==> src/rtl/gpio_pkg.sv <==
// Package: operation codes and class helpers shared by the port controllers.
// Assumes one 3-bit opcode field on the command strobe.
package gpio_pkg;

    typedef enum logic [2:0] {
        OP_READ    = 3'd0,
        OP_TEST_HI = 3'd1,
        OP_TEST_LO = 3'd2,
        OP_WRITE   = 3'd3,
        OP_SETB    = 3'd4,
        OP_CLRB    = 3'd5,
        OP_DIR     = 3'd6,
        OP_NONE    = 3'd7
    } port_op_e;

    // True for commands that sample a port.
    function automatic logic is_in_class(port_op_e op);
        return (op == OP_READ) || (op == OP_TEST_HI) || (op == OP_TEST_LO);
    endfunction

    // True for commands that modify an output latch.
    function automatic logic is_out_class(port_op_e op);
        return (op == OP_WRITE) || (op == OP_SETB) || (op == OP_CLRB);
    endfunction

endpackage

==> src/rtl/gpio_in_sync.sv <==
// Module: multi-stage input synchronizer for a group of pins.
// Assumes pins are asynchronous to clk; STAGES >= 2.
module gpio_in_sync #(
    parameter int W      = 4,
    parameter int STAGES = 2
) (
    input  logic         clk,
    input  logic         rst_n,
    input  logic [W-1:0] pin_in,
    output logic [W-1:0] pin_sync
);
    logic [W-1:0] stage_q [STAGES];

    genvar s;
    generate
        for (s = 0; s < STAGES; s++) begin : g_stage
            if (s == 0) begin : g_first
                // Purpose: capture raw pins in the first flop.
                always_ff @(posedge clk) begin
                    if (!rst_n) stage_q[0] <= '0;
                    else        stage_q[0] <= pin_in;
                end
            end else begin : g_next
                // Purpose: pass the value down the chain.
                always_ff @(posedge clk) begin
                    if (!rst_n) stage_q[s] <= '0;
                    else        stage_q[s] <= stage_q[s-1];
                end
            end
        end
    endgenerate

    assign pin_sync = stage_q[STAGES-1];
endmodule

==> src/rtl/gpio_out_latch.sv <==
// Module: output latch with whole-word write and single-bit set/clear.
// Assumes W is a power of two >= 2; the bit index is the low bits of data.
module gpio_out_latch
    import gpio_pkg::*;
#(
    parameter int W = 4
) (
    input  logic         clk,
    input  logic         rst_n,
    input  logic         hit,
    input  port_op_e     op,
    input  logic [W-1:0] data,
    output logic [W-1:0] latch_q
);
    localparam int IW = $clog2(W);

    logic [IW-1:0] bit_idx;
    assign bit_idx = data[IW-1:0];

    // Purpose: apply write, set-bit and clear-bit commands to the latch.
    always_ff @(posedge clk) begin
        if (!rst_n) begin
            latch_q <= '0;
        end else if (hit) begin
            case (op)
                OP_WRITE: latch_q <= data;
                OP_SETB:  latch_q[bit_idx] <= 1'b1;
                OP_CLRB:  latch_q[bit_idx] <= 1'b0;
                default:  latch_q <= latch_q;
            endcase
        end
    end

    // set-bit leaves the other bits alone
    a_r8_setb_keeps_others: assert property (@(posedge clk) disable iff (!rst_n)
        (hit && op == OP_SETB) |=>
            ((latch_q & ~(W'(1) << $past(bit_idx))) == ($past(latch_q) & ~(W'(1) << $past(bit_idx))))
            && latch_q[$past(bit_idx)]);

    // clear-bit leaves the other bits alone
    a_r8_clrb_keeps_others: assert property (@(posedge clk) disable iff (!rst_n)
        (hit && op == OP_CLRB) |=>
            ((latch_q & ~(W'(1) << $past(bit_idx))) == ($past(latch_q) & ~(W'(1) << $past(bit_idx))))
            && !latch_q[$past(bit_idx)]);

    // sampling commands never touch the latch
    a_r9_latch_held: assert property (@(posedge clk) disable iff (!rst_n)
        (hit && is_in_class(op)) |=> $stable(latch_q));
endmodule

==> src/rtl/gpio_auto_port.sv <==
// Module: port whose whole direction follows the class of its last command.
// Assumes hit is already qualified with the port select.
module gpio_auto_port
    import gpio_pkg::*;
#(
    parameter int W = 4
) (
    input  logic         clk,
    input  logic         rst_n,
    input  logic         hit,
    input  port_op_e     op,
    input  logic [W-1:0] data,
    output logic [W-1:0] latch_q,
    output logic         dir_out_q
);
    gpio_out_latch #(.W(W)) u_latch (
        .clk     (clk),
        .rst_n   (rst_n),
        .hit     (hit),
        .op      (op),
        .data    (data),
        .latch_q (latch_q)
    );

    // Purpose: track the one shared direction bit from the command class.
    always_ff @(posedge clk) begin
        if (!rst_n)                          dir_out_q <= 1'b0;
        else if (hit && is_in_class(op))     dir_out_q <= 1'b0;
        else if (hit && is_out_class(op))    dir_out_q <= 1'b1;
    end

    a_r1_in_class_to_input: assert property (@(posedge clk) disable iff (!rst_n)
        (hit && is_in_class(op)) |=> !dir_out_q);

    a_r2_out_class_to_output: assert property (@(posedge clk) disable iff (!rst_n)
        (hit && is_out_class(op)) |=> dir_out_q);

    a_r3_dir_cmd_ignored: assert property (@(posedge clk) disable iff (!rst_n)
        (hit && op == OP_DIR) |=> $stable(dir_out_q));
endmodule

==> src/rtl/gpio_dir_port.sv <==
// Module: port with a per-pin direction register loaded by a direction command.
// Assumes hit is already qualified with the port select.
module gpio_dir_port
    import gpio_pkg::*;
#(
    parameter int W = 4
) (
    input  logic         clk,
    input  logic         rst_n,
    input  logic         hit,
    input  port_op_e     op,
    input  logic [W-1:0] data,
    output logic [W-1:0] latch_q,
    output logic [W-1:0] dir_q
);
    gpio_out_latch #(.W(W)) u_latch (
        .clk     (clk),
        .rst_n   (rst_n),
        .hit     (hit),
        .op      (op),
        .data    (data),
        .latch_q (latch_q)
    );

    // Purpose: load per-pin directions, 1 meaning output.
    always_ff @(posedge clk) begin
        if (!rst_n)                     dir_q <= '0;
        else if (hit && op == OP_DIR)   dir_q <= data;
    end

    a_r4_dir_loaded: assert property (@(posedge clk) disable iff (!rst_n)
        (hit && op == OP_DIR) |=> (dir_q == $past(data)));

    a_r12_dir_kept: assert property (@(posedge clk) disable iff (!rst_n)
        !(hit && op == OP_DIR) |=> $stable(dir_q));
endmodule

==> src/rtl/gpio_resp.sv <==
// Module: registers the response of sampling commands (data and test flag).
// Assumes the port views are already synchronized; standby zeroes the view.
module gpio_resp
    import gpio_pkg::*;
#(
    parameter int W = 4
) (
    input  logic         clk,
    input  logic         rst_n,
    input  logic         standby,
    input  logic         valid,
    input  port_op_e     op,
    input  logic         port_sel,
    input  logic [W-1:0] mask,
    input  logic [W-1:0] view_a,
    input  logic [W-1:0] view_b,
    output logic         rd_valid,
    output logic [W-1:0] rd_data,
    output logic         test_flag
);
    logic [W-1:0] view;
    logic         all_hi;
    logic         all_lo;
    logic         flag_next;

    // Purpose: pick the addressed port and blank it in standby.
    always_comb begin
        view      = standby ? '0 : (port_sel ? view_b : view_a);
        all_hi    = &(~mask | view);
        all_lo    = &(~mask | ~view);
        case (op)
            OP_TEST_HI: flag_next = all_hi && !standby;
            OP_TEST_LO: flag_next = all_lo && !standby;
            default:    flag_next = 1'b0;
        endcase
    end

    // Purpose: register the response of a sampling command.
    always_ff @(posedge clk) begin
        if (!rst_n) begin
            rd_valid  <= 1'b0;
            rd_data   <= '0;
            test_flag <= 1'b0;
        end else begin
            rd_valid <= valid && is_in_class(op);
            if (valid && is_in_class(op)) begin
                rd_data   <= view;
                test_flag <= flag_next;
            end
        end
    end

    a_r7_standby_zero: assert property (@(posedge clk) disable iff (!rst_n)
        (valid && standby && is_in_class(op)) |=> (rd_valid && rd_data == '0 && !test_flag));

    a_r10_read_no_flag: assert property (@(posedge clk) disable iff (!rst_n)
        (valid && op == OP_READ) |=> !test_flag);
endmodule

==> src/rtl/gpio_dual_port.sv <==
// Module: top of the two-port controller; decodes the command strobe,
// gates drivers with standby and forms the sampled views.
// Assumes one command per cycle and asynchronous pin inputs.
module gpio_dual_port
    import gpio_pkg::*;
#(
    parameter int W           = 4,
    parameter int SYNC_STAGES = 2
) (
    input  logic         clk,
    input  logic         rst_n,
    input  logic         standby,
    input  logic         cmd_valid,
    input  logic [2:0]   cmd_op,
    input  logic         cmd_port,
    input  logic [W-1:0] cmd_data,
    output logic         rd_valid,
    output logic [W-1:0] rd_data,
    output logic         test_flag,
    input  logic [W-1:0] pin_a_in,
    output logic [W-1:0] pin_a_out,
    output logic [W-1:0] pin_a_oe,
    input  logic [W-1:0] pin_b_in,
    output logic [W-1:0] pin_b_out,
    output logic [W-1:0] pin_b_oe
);
    port_op_e     op;
    logic         hit_a, hit_b;
    logic [W-1:0] sync_a, sync_b;
    logic [W-1:0] latch_a, latch_b;
    logic         dir_a;
    logic [W-1:0] dir_b;
    logic [W-1:0] view_b;

    assign op    = port_op_e'(cmd_op);
    assign hit_a = cmd_valid && !cmd_port;
    assign hit_b = cmd_valid &&  cmd_port;

    gpio_in_sync #(.W(W), .STAGES(SYNC_STAGES)) u_sync_a (
        .clk(clk), .rst_n(rst_n), .pin_in(pin_a_in), .pin_sync(sync_a));

    gpio_in_sync #(.W(W), .STAGES(SYNC_STAGES)) u_sync_b (
        .clk(clk), .rst_n(rst_n), .pin_in(pin_b_in), .pin_sync(sync_b));

    gpio_auto_port #(.W(W)) u_port_a (
        .clk(clk), .rst_n(rst_n), .hit(hit_a), .op(op), .data(cmd_data),
        .latch_q(latch_a), .dir_out_q(dir_a));

    gpio_dir_port #(.W(W)) u_port_b (
        .clk(clk), .rst_n(rst_n), .hit(hit_b), .op(op), .data(cmd_data),
        .latch_q(latch_b), .dir_q(dir_b));

    // Purpose: port B view mixes latch for outputs and pins for inputs.
    always_comb begin
        view_b = (dir_b & latch_b) | (~dir_b & sync_b);
    end

    gpio_resp #(.W(W)) u_resp (
        .clk(clk), .rst_n(rst_n), .standby(standby), .valid(cmd_valid),
        .op(op), .port_sel(cmd_port), .mask(cmd_data),
        .view_a(sync_a), .view_b(view_b),
        .rd_valid(rd_valid), .rd_data(rd_data), .test_flag(test_flag));

    // Purpose: drive latches and gate enables with standby.
    always_comb begin
        pin_a_out = latch_a;
        pin_b_out = latch_b;
        pin_a_oe  = standby ? '0 : {W{dir_a}};
        pin_b_oe  = standby ? '0 : dir_b;
    end

    a_r6_standby_hiz: assert property (@(posedge clk) disable iff (!rst_n)
        standby |-> (pin_a_oe == '0 && pin_b_oe == '0));

    a_r3_uniform_dir: assert property (@(posedge clk) disable iff (!rst_n)
        (pin_a_oe == '0) || (pin_a_oe == '1));
endmodule

==> config.mk <==
export PLATFORM = sky130hd
export DESIGN_NAME = gpio_dual_port
export DESIGN_NICKNAME = d
export VERILOG_FILES = /design/src/rtl/gpio_pkg.sv /design/src/rtl/gpio_in_sync.sv /design/src/rtl/gpio_out_latch.sv /design/src/rtl/gpio_auto_port.sv /design/src/rtl/gpio_dir_port.sv /design/src/rtl/gpio_resp.sv /design/src/rtl/gpio_dual_port.sv
export SDC_FILE = /design/constraint.sdc
export NUM_CORES = 1
export LEC_CHECK = 0
export BUFFER_PORTS_ARGS = -buffer_cell sky130_fd_sc_hd__buf_4
export CORE_UTILIZATION = 29
export CTS_CLUSTER_DIAMETER = 200
export DETAILED_ROUTE_END_ITERATION = 16
export PLACE_DENSITY_LB_ADDON = 0.05
export SYNTH_ARGS = -nofsm -noshare
export SYNTH_HDL_FRONTEND = slang
export SYNTH_SLANG_ARGS = --single-unit
export TNS_END_PERCENT = 20
==> constraint.sdc <==
create_clock -name clk -period 1.9 [get_ports clk]
set_input_delay 0.285 -clock clk [delete_from_list [all_inputs] [get_ports clk]]
set_output_delay 0.285 -clock clk [all_outputs]
set_load 0.01 [all_outputs]
==> results of run 1 <==
==> cell type report <==
cell class	count	area, um^2
tap	67	83.8
inverter	6	22.5
sequential	35	701
clock inverter	2	35.0
clock buffer	6	82.6
fill	519	2890
multi-input combinational	108	691
timing repair buffer	41	308
==> registers in the layout, summed over array words and instances, names as in the netlist <==
signal,count
u_port_a.dir_out_q,1
u_port_a.u_latch.latch_q,4
u_port_b.dir_q,4
u_port_b.u_latch.latch_q,4
u_resp.rd_data,4
u_resp.rd_valid,1
u_resp.test_flag,1
u_sync_a.stage_q,8
u_sync_b.stage_q,8
==> cell families (layout without fill, tap and decap cells) <==
kind of cell,count (synthesis),in the layout,synth area share (%)
multiplexers,7,7,4.76
buffers and inverters,18,55,5.44
AND/OR/NAND/NOR,61,61,21.4
AO/OA/AOI/OAI,40,40,20.7
flip-flops,35,35,47.6
==> per-stage QoR <==
step | util (%) | area, um^2 | worst slack [ps] | hold slack [ps]
after floorplan | - | 1470 | 456 | 412
final | 39.9 | 1920 | 381 | 202
after global routing | 39.9 | 1920 | 285 | 184
after CTS | 39.9 | 1920 | 356 | 194
after global placement | 37.5 | 1810 | 295 | 416
after detailed placement | 37.5 | 1810 | 265 | 418
==> final timing paths <==
path              cells after the start  slack [ps]                           endpoint                                      from
setup reg to reg                      5         380      u_resp.test_flag$_SDFFE_PN0P_  u_port_b.u_latch.latch_q[1]$_SDFFE_PN0P_
hold / removal                        2         200  u_sync_a.stage_q[0][1]$_SDFF_PN0_                               pin_a_in[1]
setup / recovery                      5         380      u_resp.test_flag$_SDFFE_PN0P_  u_port_b.u_latch.latch_q[1]$_SDFFE_PN0P_
hold reg to reg                       1         430  u_sync_b.stage_q[1][0]$_SDFF_PN0_         u_sync_b.stage_q[0][0]$_SDFF_PN0_
==> per-layer routing <==
layer / up-vias / GRT usage [%] / share of wire [%]
met3: 6 / 5.80 / 6.2
met4: 0 / 9.37 / 1.6
met2: 48 / 21.6 / 47
met5: - / 0 / 0
li1: 631 / - / -
met1: 572 / 17.5 / 45
==> placed cells by master (no fill, tap or decap), drive strengths merged, types with 3 or more instances in the layout <==
cell and instances:
clkbuf 6, a22oi 3, nand3 4, a21oi 12
a211oi 4, and2 16, dfxtp 35, nand2 7
o221a 6, nor2 22, inv 6, nor2b 6
buf 41, mux2i 7
==> power by group through the flow <==
stage               clock network (uW)  logic [uW]  registers, uW
floorplan                            0        95.2            789
detailed placement                   0         171            788
global route                       749         189            773
finish                             690         173            771
CTS                                713         173            771
global placement                     0         171            788
==> critical path, cell delays in order (launching register included) <==
cell and delay (ps):
dfxtp_1 380, mux2i_1 90, a211oi_1 470, nor2_1 100, a221o_1 290, o211ai_2 130
==> summary.txt, run 1 <==
Yosys
  – Sequential fraction of the synthesis area: 47.6%
  – Primary FF master, synth: dfxtp_1
  – Cell area after synthesis: 1470 um^2
  – Area leader, netlist: dfxtp_1
  – Flops & latches, synth: 35
  – Commonest cells in the netlist: 35 x dfxtp_1, 22 x nor2_1, 16 x and2_1
  – Syn Nets: 181
  – Top-count cell post-synth: dfxtp_1
  – Cells after synthesis: 161
  – Syn Area/Cell: 9.14 um^2
  – Synth async-reset ratio: 0%
  – Unique cell type count in the Yosys netlist: 37
  – Area contributors post-synth: dfxtp_1 48%, and2_1 6.8%, nor2_1 5.6%
  – Yosys warning total: 0
  – Synth top area share: 47.6%
  – Post-synth EDFFs: 0

Detailed routing
  – Drt initial violations: 130
  – Total number of vias: 1257
  – Remaining DRCs: 0
  – Routed wire per std cell: 13.5 um
  – Initial DRT Pass Iterations: 5
  – Final Routed Wirelength: 3590 um
  – Post-DRT Antenna Nets: 0
  – Vias per inst: 4.74

Worst setup path
  – Worst-path fanout max: 3
  – Worst Path Arrival: 1740 ps
  – Required time of the critical path: 2120 ps
  – Worst setup EP type: flop
  – WS Path Type: flop to flop
  – Worst setup SP type: flop

Global routing
  – Largest net degree at the start of global routing: 28
  – Global-route usage over all layers: 14.6%
  – Vias in the first global route: 1234
  – First-pass GRT wire length: 5760 um
  – Initial antenna violation count: 0
  – Gr ovfl total: 0

Power and ir drop
  – Pint: 1260 uW
  – PnR Total Power: 1630 uW
  – Clk pwr share: 42.2%
  – Comb pwr share: 10.6%
  – Power density over cell area: 850 nW/um^2
  – Switching Fraction: 22.7%
  – Switching pwr: 371 uW
  – Leak: 0.000823 uW
  – Reg power frac: 47.1%
  – Max VDD drop: 0.518 mV

Placed design
  – Final Wtd Congestion: 0.855
  – # placed instances: 257
  – HPWL Detailed: 2550 um
  – Port buffer count: 41

Floorplanning
  – Number of top-level pins: 42
  – Core region area: 4820 um^2
  – Row count: 25
  – Die footprint: 5360 um^2
  – Starting Density: 30.5%
  – Die Y: 73.2 um
  – Horiz. Die Dim: 73.2 um

Outcome
  – Status: completed

Clocking
  – Worst skew pair latency: 290 ps
  – CTS tree: built
  – CTS max path bufs: 2
  – CTS Sinks: 35
  – Clk root buf: clkbuf_8
  – CTS resizes: 0
  – TritonCTS buffer count: 5
  – Hold Buf Count CTS: 0
  – Clock transition at path regs: 70 ps
  – Setup Fix Bufs, Post-CTS: 0
  – H-tree lvl count: 2

STA
  – Min Clock Period, post-route: 1520 ps
  – Clock Skew: 3.49 ps
  – Slew margin rel.: 64.7%
  – Final setup violating endpoints: 0
  – Tcrit/Tclk final: 80.0%
  – Setup TNS: 0 ps
  – Slew of the pin with the lowest slew margin: 528 ps
  – RSZ-0062 raised after global routing: no
  – Final Hold Vio Count: 0
  – Max Clk Rate: 658 MHz
  – Max Transition Viols Final: 0

Layout
  – Layout Cells excl Fill: 265
  – # diodes: 0
  – Share of post-route cells with drive strength above 1: 27.3%
  – Layout Nets: 217
  – Area Overhead vs Synth: 30.7%

Hold path
  – Hold Crit Class: input port to flop

Run
  – Max Cap Violations: 0
Power figures use the tool's default switching activity.
==> inputs of run 2 (changes only) <==
- clock period: 1.9 -> 1.31 ns (I/O delays scaled with it)
==> summary.txt, run 2 (same netlist as run 1, synthesis figures left out) <==
Detailed routing
  – Total number of vias: 1357 (+8.0%)
  – Post-DRT Antenna Nets: 0 (unchanged)
  – Wl on met1: 1720 um (+6.3%)
  – Final Routed Wirelength: 3820 um (+6.6%)
  – Initial DRT Pass Iterations: 4 (-1)
  – Drt initial violations: 76 (-42%)
  – Vias per inst: 4.74 (about the same)
  – Met2 wire len: 1660 um (-1.7%)
  – Routed wire per std cell: 13.4 um (-1.2%)
  – Max Used Layer: met4
  – Met3 wire length: 343 um (+54%)
  – Remaining DRCs: 0 (unchanged)

Power and ir drop
  – Max VDD drop: 0.574 mV (+11%)
  – Power density over cell area: 1050 nW/um^2 (+24%)
  – Leak: 0.000909 uW (+10%)

Global routing
  – Vias in the first global route: 1227 (-0.57%)
  – First-pass GRT wire length: 6240 um (+8.4%)
  – Gr ovfl total: 0 (unchanged)
  – Largest net degree at the start of global routing: 27 (-3.6%)
  – Global-route usage over all layers: 16.0% (+1.5 points)
  – Initial antenna violation count: 0 (unchanged)

Worst setup path
  – R2R depth: 5 (unchanged)
  – Slowest-stage cell, CP: dfxtp_1
  – Worst setup EP type: flop
  – Worst-path fanout max: 3 (unchanged)
  – Crit-path cells: mux2i_1, a21oi_1, nand2_1, a221o_1, o211ai_2
  – Required time of the critical path: 1530 ps (-590 ps)
  – Worst Path Arrival: 1620 ps (-120 ps)
  – WS Path Type: flop to flop
  – Reg2reg setup slack: -90 ps (-470 ps)
  – Worst setup SP type: flop
  – CP top delay family: compound AO/OA/AOI/OAI gates
  – Critical R2R Capture: u_resp.test_flag$_SDFFE_PN0P_
  – Slowest stage delay, CP: 400 ps (-70 ps)
  – Reg2reg start: u_port_b.u_latch.latch_q[3]$_SDFFE_PN0P_
  – Worst Path Buf+Inv: 0 (unchanged)

STA
  – Min Clock Period, post-route: 1400 ps (-116 ps)
  – Clock Skew: 3.07 ps (-0.419 ps)
  – Tcrit/Tclk final: 107% (+27 points)
  – Final Hold Vio Count: 0 (unchanged)
  – Slew of the pin with the lowest slew margin: 331 ps (-197 ps)
  – Final WS setup: -93.1 ps (-474 ps)
  – Max Transition Viols Final: 0 (unchanged)
  – Final setup violating endpoints: 1 (+1)
  – RSZ-0062 raised after global routing: yes
  – Max Clk Rate: 713 MHz (+8.3%)
  – Slew margin rel.: 77.9% (+13 points)

Clocking
  – Clock transition at path regs: 70 ps (about the same)
  – H-tree lvl count: 2 (unchanged)
  – Hold Buf Count CTS: 0 (unchanged)
  – CTS max path bufs: 2 (unchanged)
  – Worst skew pair latency: 280 ps (about the same)
  – Setup Fix Bufs, Post-CTS: 0 (unchanged)
  – CTS tree: built
  – CTS Sinks: 35 (unchanged)
  – Clk root buf: clkbuf_8
  – TritonCTS buffer count: 5 (unchanged)

Layout
  – Commonest non-fill, non-tap cell in the layout: buf_4
  – Biggest regs: u_sync_a.stage_q: 8 flops, u_sync_b.stage_q: 8 flops
  – Multi-input gate area: 699 um^2 (+1.3%)
  – Area Overhead vs Synth: 39.8%
  – Register area: 704 um^2 (+0.54%)
  – # diodes: 0 (unchanged)
  – Layout Nets: 238 (+9.7%)
  – Share of post-route cells with drive strength above 1: 35.6% (+8.3 points)
  – Most frequent cells in the layout: 62 x buf_4, 32 x dfxtp_1, 21 x nor2_1
  – Fillers: 517 (-0.39%)
  – Layout Utilization: 42.7% (+2.8 points)

Hold path
  – HP Start: pin_a_in[3]
  – Hold Path Stages: 2 (unchanged)
  – Hold Crit Class: input port to flop
  – Hold endpoint: u_sync_a.stage_q[0][3]$_SDFF_PN0_

Run
  – Max Cap Violations: 0 (unchanged)

Placed design
  – Final Wtd Congestion: 0.876 (+2.4%)
  – HPWL Detailed: 2830 um (+11%)
  – Port buffer count: 41 (unchanged)
  – Pre-CTS setup slack: -134 ps (-399 ps)

Outcome
  – Status: finished with violations
  – Failing checks: setup timing

Floorplanning
  – Die Y: 73.2 um (unchanged)
  – Row count: 25 (unchanged)
  – Starting Density: 30.5% (unchanged)
  – Number of top-level pins: 42 (unchanged)
  – Core region area: 4820 um^2 (unchanged)
  – Horiz. Die Dim: 73.2 um (unchanged)
  – Die footprint: 5360 um^2 (unchanged)
run 2: worst max path at each step:
stage | startpoint | end | slack, ps | cells after the start
after floorplan | u_port_b.u_latch.latch_q[2]$_SDFFE_PN0P_ | u_resp.test_flag$_SDFFE_PN0P_ | -40 | 5
after global placement | cmd_op[1] | u_port_b.u_latch.latch_q[2]$_SDFFE_PN0P_ | -60 | 6
after detailed placement | u_port_b.dir_q[1]$_SDFFE_PN0P_ | u_resp.test_flag$_SDFFE_PN0P_ | -130 | 5
after CTS | u_port_b.dir_q[2]$_SDFFE_PN0P_ | u_resp.test_flag$_SDFFE_PN0P_ | -90 | 5
after global routing | u_port_b.dir_q[2]$_SDFFE_PN0P_ | u_resp.test_flag$_SDFFE_PN0P_ | -150 | 5
final | u_port_b.u_latch.latch_q[3]$_SDFFE_PN0P_ | u_resp.test_flag$_SDFFE_PN0P_ | -90 | 5
run 2: timing repair:
action	in CTS	in global routing
gates cloned	0	0
hold endpoints to repair	0	0
setup endpoints to repair	1	5
pin swaps	1	0
gates resized for setup	3	1
run 2: metal layers:
metal	GRT usage (%)	up-vias
met5	0	-
met4	8.06	0
met3	5.39	7
met2	23.8	69
met1	20.7	609
li1	-	672
run 2: worst reg2reg max path: cells and delay by family, from the launching register on:
kind	cells	cell delay [ps]
mux	1	100
compound gates	3	740
simple gates	1	110
flops	1	400
run 2: final cells by class:
type	instances	share of cell area [%]
sequential	35	34.2
multi-input combinational	108	34.0
timing repair buffer	62	22.6
tap	67	4.08
clock buffer	7	3.71
inverter	6	1.09
clock inverter	1	0.243
run 2: where the power goes:
group          internal (uW)  total, uW  switching (uW)
registers               1100       1120            15.4
logic                    149        296             147
clock network            373        751             378
run 2: per-stage QoR:
stage | setup TNS [ps] | area (um^2) | power, uW | hold slack [ps] | std cells
2_1_floorplan | -40.8 | 1470 | 1280 | 324 | 161
3_3_place_gp | -252 | 1970 | 1430 | 405 | 278
3_5_place_dp | -471 | 1970 | 1440 | 407 | 278
4_1_cts | -87.8 | 2050 | 2190 | 108 | 286
5_1_grt | -150 | 2060 | 2280 | 104 | 286
6_report | -93.1 | 2060 | 2160 | 116 | 286
